**src/rtl/wave_bus_master.sv**
```systemverilog
module wave_bus_master #(
  parameter int NSTATES = 8,
  parameter int NCTL    = 6,
  parameter int NRDY    = 6,
  parameter int AW      = 9,
  parameter int CW      = 32,
  parameter int DWID    = 16,
  localparam int DESCW  = NCTL + NRDY + 5
) (
  input  logic                     clk,
  input  logic                     rst_n,
  input  logic                     start,
  input  logic [CW-1:0]            xfer_count,
  input  logic [AW-1:0]            addr_init,
  input  logic [NCTL-1:0]          idle_ctl,
  input  logic [NSTATES*DESCW-1:0] desc_flat,
  input  logic [NRDY-1:0]          rdy_in,
  input  logic                     fifo_ok,
  input  logic                     wide_mode,
  input  logic [DWID-1:0]          fifo_din,
  output logic [NCTL-1:0]          ctl_out,
  output logic [AW-1:0]            addr_out,
  output logic                     fifo_adv,
  output logic [DWID-1:0]          bus_dout,
  output logic                     busy,
  output logic                     done,
  output logic [CW-1:0]            count_left
);
  localparam int SW   = (NSTATES > 1) ? $clog2(NSTATES) : 1;
  localparam int HW   = DWID / 2;
  localparam int B_OR = NCTL + NRDY;
  localparam int B_WT = B_OR + 1;
  localparam int B_FA = B_OR + 2;
  localparam int B_AI = B_OR + 3;
  localparam int B_LS = B_OR + 4;

  logic [SW-1:0]    st;
  logic             busy_q, done_q;
  logic [CW-1:0]    cnt_q;
  logic [AW-1:0]    addr_q;
  logic [DESCW-1:0] cur;
  logic [NRDY-1:0]  mask;
  logic             cond, step, final_st, finish;

  assign cur      = desc_flat[st*DESCW +: DESCW];
  assign mask     = cur[NCTL +: NRDY];
  assign cond     = cur[B_OR] ? |(rdy_in & mask) : &(rdy_in | ~mask);
  assign step     = busy_q && (!cur[B_WT] || cond) && (!cur[B_FA] || fifo_ok);
  assign final_st = cur[B_LS] || (st == SW'(NSTATES - 1));
  assign finish   = step && final_st && (cnt_q == CW'(1));

  always_ff @(posedge clk or negedge rst_n) begin
    if (!rst_n) begin
      st     <= '0;
      busy_q <= 1'b0;
      done_q <= 1'b0;
      cnt_q  <= '0;
      addr_q <= '0;
    end else begin
      done_q <= 1'b0;
      if (!busy_q) begin
        if (start) begin
          if (xfer_count == '0) done_q <= 1'b1;
          else begin
            busy_q <= 1'b1;
            st     <= '0;
            cnt_q  <= xfer_count;
            addr_q <= addr_init;
          end
        end
      end else if (step) begin
        if (cur[B_AI]) addr_q <= addr_q + 1'b1;
        if (final_st) begin
          cnt_q <= cnt_q - 1'b1;
          st    <= '0;
          if (cnt_q == CW'(1)) begin
            busy_q <= 1'b0;
            done_q <= 1'b1;
          end
        end else st <= st + 1'b1;
      end
    end
  end

  assign ctl_out    = busy_q ? cur[NCTL-1:0] : idle_ctl;
  assign addr_out   = addr_q;
  assign fifo_adv   = step && cur[B_FA];
  assign bus_dout   = wide_mode ? fifo_din : {{(DWID-HW){1'b0}}, fifo_din[HW-1:0]};
  assign busy       = busy_q;
  assign done       = done_q;
  assign count_left = cnt_q;


  done_idle_chk: assert property (@(posedge clk) disable iff (!rst_n)
    done |-> !busy);

  finish_done_chk: assert property (@(posedge clk) disable iff (!rst_n)
    finish |=> (done && !busy));

  fifo_stall_chk: assert property (@(posedge clk) disable iff (!rst_n)
    (busy && cur[B_FA] && !fifo_ok) |=> ($stable(st) && $stable(addr_out) && busy));

  zero_cnt_chk: assert property (@(posedge clk) disable iff (!rst_n)
    (start && !busy && xfer_count == '0) |=> (done && !busy));

  addr_step_chk: assert property (@(posedge clk) disable iff (!rst_n)
    (step && cur[B_AI]) |=> (addr_out == $past(addr_out) + 1'b1));

  start_ignore_chk: assert property (@(posedge clk) disable iff (!rst_n)
    (busy && !step && start) |=> ($stable(count_left) && busy));
endmodule

```
**config.mk**
```make
export PLATFORM = sky130hd
export DESIGN_NAME = wave_bus_master
export DESIGN_NICKNAME = d
export VERILOG_FILES = /design/src/rtl/wave_bus_master.sv
export SDC_FILE = /design/constraint.sdc
export NUM_CORES = 1
export LEC_CHECK = 0
export ABC_AREA = 1
export BUFFER_PORTS_ARGS = -buffer_cell sky130_fd_sc_hd__buf_4
export CORE_AREA = 2 2 107 109
export CTS_CLUSTER_SIZE = 8
export DETAILED_ROUTE_END_ITERATION = 16
export DIE_AREA = 0 0 109 111
export PLACE_DENSITY = 0.83
export SYNTH_ARGS = -nofsm -noshare
export SYNTH_HDL_FRONTEND = slang
export SYNTH_SLANG_ARGS = --single-unit
export TNS_END_PERCENT = 100
```
**constraint.sdc**
```tcl
create_clock -name clk -period 5.36 [get_ports clk]
set_clock_uncertainty 0.2 [all_clocks]
set_input_delay 0.804 -clock clk [delete_from_list [all_inputs] [get_ports clk]]
set_output_delay 0.804 -clock clk [all_outputs]
set_load 0.005 [all_outputs]
```
==> flow_summary.ini <==
[global_route]
met3_usage_pct = 4.88
track_usage_pct = 28.8
grt_antenna_before_repair = 0
grt_use_met1_pct = 39.9
grt_max_degree = 75
grt.busiest_layer = met2
grt_pass1_vias = 5902
overflow = 0
gr-usage-met2_pct = 45.3
grt_pass1_wl_um = 28400

[floorplan]
die_y_um = 111
core_sq_um = 11100
die-area_sq_um = 12100
ios = 276
initial_utilization_pct = 45.8
die_w_um = 109
rows = 39

[clock_network]
htree_levels = 2
cts_setup_buffers = 0
worstSkewPairLatency_ps = 290
cts_root_buf = clkbuf_16
ctsLongestPathBuffers = 2
clk_pin_slew_ps = 70
holdBufCountCts = 0
cts_num_sinks = 46
post_cts_resized = 0
tritoncts = done
cts_buffers = 5

[min_path]
hold_path.class = in -> async

[detailed_routing]
antenna_left = 0
dr.pass1.iters = 6
vias = 6441
drtIter0Drc = 517
drt_wl_total_um = 17800
drc = 0
post_drt_wl_per_cell_um = 14.3
via_per_inst = 5.18

[critical_path]
path_class = reg -> out
crit_chain = inv_2 > nand2_1 > nand3_1 > nand3_1 > nand3b_1 > nand2_1 > nor2_1 > a21oi_2 > nand2_2 > nand2_4 > nor2_1 > buf_4
critPathBufInv = 2
r2r_end = count_left[10]
cp_data_arrival_time_ps = 2500
rrSetupSlack_ps = 2120
path_max_fanout = 65
slowest_stage = inv_2
reg2reg_depth = 10
worst_setup_path_start_kind = flip-flop
crit_path_end_kind = primary output
critPathMaxStageDelay_ps = 680
cp_top_family = simple AND/OR/NAND/NOR gates
rr_startpoint = st[0]
cp.required_ps = 4360

[power]
p_leak_nw = 3.98
vdd_ir_drop_max_mv = 0.317
p_per_area_nw_per_um2 = 448

[cells_and_area]
fillers = 1045
syn2layout_area_growth_pct = 39.8
drive_gt1_share_pct = 26.5
antenna_cells = 0
finalInstanceArea_sq_um = 7100
post-route-util_pct = 64.1
nets = 1315

[place]
placed_area_sq_um = 6900
dp_hpwl_um = 13400
place_ws_ps = 2170
io_buffer_count = 259
gp_congestion = 0.905

[yosys]
yosys.cell_types.count = 39
async_reset_ff_share_pct = 100
synth.area.top_cells = nand2_1, dfrtp_1, nand3_1
syn-num-nets = 1097
synth_area_leader_cell = nand2_1
seq_area_frac_synth_pct = 22.7
synth_edf_count = 0
synth_top_area_share_pct = 22.8
yosysWarningCount = 0
synth-seq-cells = 46
syn_area_sq_um = 5070
syn_inst = 882
yosys_most_used_dff = dfrtp_1
synth.most_common_cell = nand2_1
yosys-top-cells-count = nand2_1, nand3_1, nor2_1
syn_avg_cell_area_sq_um = 5.75

[sta]
fin_setup_tns_ps = 0
drv_slew = 0
period_needed_ps = 3500
whs_ps = 311
slew-limit-headroom_pct = 35.7
setup_slack_ps = 1860
grt_setup_unrepaired = false
finalSetupViolations = 0
fin_crit_sh_pct = 65.3
hold_violations = 0
tightest_slew_ps = 963
fmax_mhz = 286

[outcome]
outcome = finished clean

[job]
cap_violations = 0
## kinds of logic after synthesis
logic type | share of synthesized area, %
compound gates | 12.7
xor+xnor | 3.11
fa+ha+maj | 1.23
buf+inv | 13.6
flops | 22.7
simple gates | 46.7
## worst max-delay path by stage
stage	from	endpoint	slack (ps)	cells past startpoint
CTS	st[0]	fifo_adv	1860	12
global route	st[0]	fifo_adv	1520	11
finish	st[0]	fifo_adv	1860	12
global placement	st[0]	fifo_adv	2230	12
floorplan	desc_flat[61]	fifo_adv	2750	13
detailed placement	st[0]	count_left[10]	2170	10
## placed cells by master, fill, tap and decap left out, types with 2 or more instances in the layout
| cell type | Yosys | final |
|---|---|---|
| a21oi_1 | 13 | 13 |
| a221o_1 | 2 | 2 |
| a31oi_1 | 3 | 3 |
| buf_4 | 19 | 266 |
| bufinv_16 | 0 | 2 |
| clkbuf_16 | 0 | 5 |
| dfrtp_1 | 46 | 45 |
| ha_1 | 5 | 5 |
| inv_1 | 86 | 86 |
| inv_2 | 3 | 3 |
| nand2_1 | 308 | 308 |
| nand2_4 | 3 | 3 |
| nand3_1 | 108 | 108 |
| nand3b_1 | 3 | 3 |
| nand4_1 | 8 | 8 |
| nor2_1 | 99 | 99 |
| nor2_2 | 2 | 2 |
| nor3_1 | 11 | 11 |
| nor4_1 | 10 | 10 |
| o211ai_1 | 2 | 2 |
| o21ai_0 | 63 | 63 |
| o21ai_1 | 3 | 3 |
| o21bai_1 | 3 | 3 |
| o221ai_1 | 11 | 11 |
| o22ai_1 | 5 | 5 |
| or2_2 | 3 | 3 |
| xnor2_1 | 8 | 8 |
| xor2_1 | 10 | 10 |
## state kept, by name, indices dropped and copies added, names as in the netlist
| name | flops |
|---|---|
| count_left | 32 |
| done | 1 |
| busy | 1 |
| addr_out | 9 |
| st | 3 |
## where the power goes
| group | total, mW | switching [mW] | internal (mW) |
|---|---|---|---|
| clock network | 0.408 | 0.140 | 0.268 |
| registers | 0.653 | 0.182 | 0.471 |
| logic | 2.12 | 1.29 | 0.826 |
| total | 3.18 | 1.62 | 1.57 |
## layer usage
layer | routed length (um) | share of wire, %
met1 | 7610 | 43
met2 | 8090 | 46
met3 | 1560 | 8.8
met4 | 507 | 2.9
met5 | 0 | 0
## stage by stage
step	power [mW]	std cells
3_3_place_gp	2.71	1236
6_report	3.18	1244
5_1_grt	3.50	1244
2_1_floorplan	2.18	882
3_5_place_dp	2.76	1236
4_1_cts	3.17	1244
## layout make-up
cell class | instances | area, sq um | share of cell area [%]
inverters | 90 | 338 | 4.76
repair buffers | 266 | 2000 | 28.1
multi-input cells | 691 | 3240 | 45.6
clock inverters | 3 | 68.8 | 0.970
well taps | 143 | 179 | 2.52
flip-flops and latches | 46 | 1150 | 16.2
clock buffers | 5 | 125 | 1.76
No activity file was read; power rests on OpenSTA's default activity.
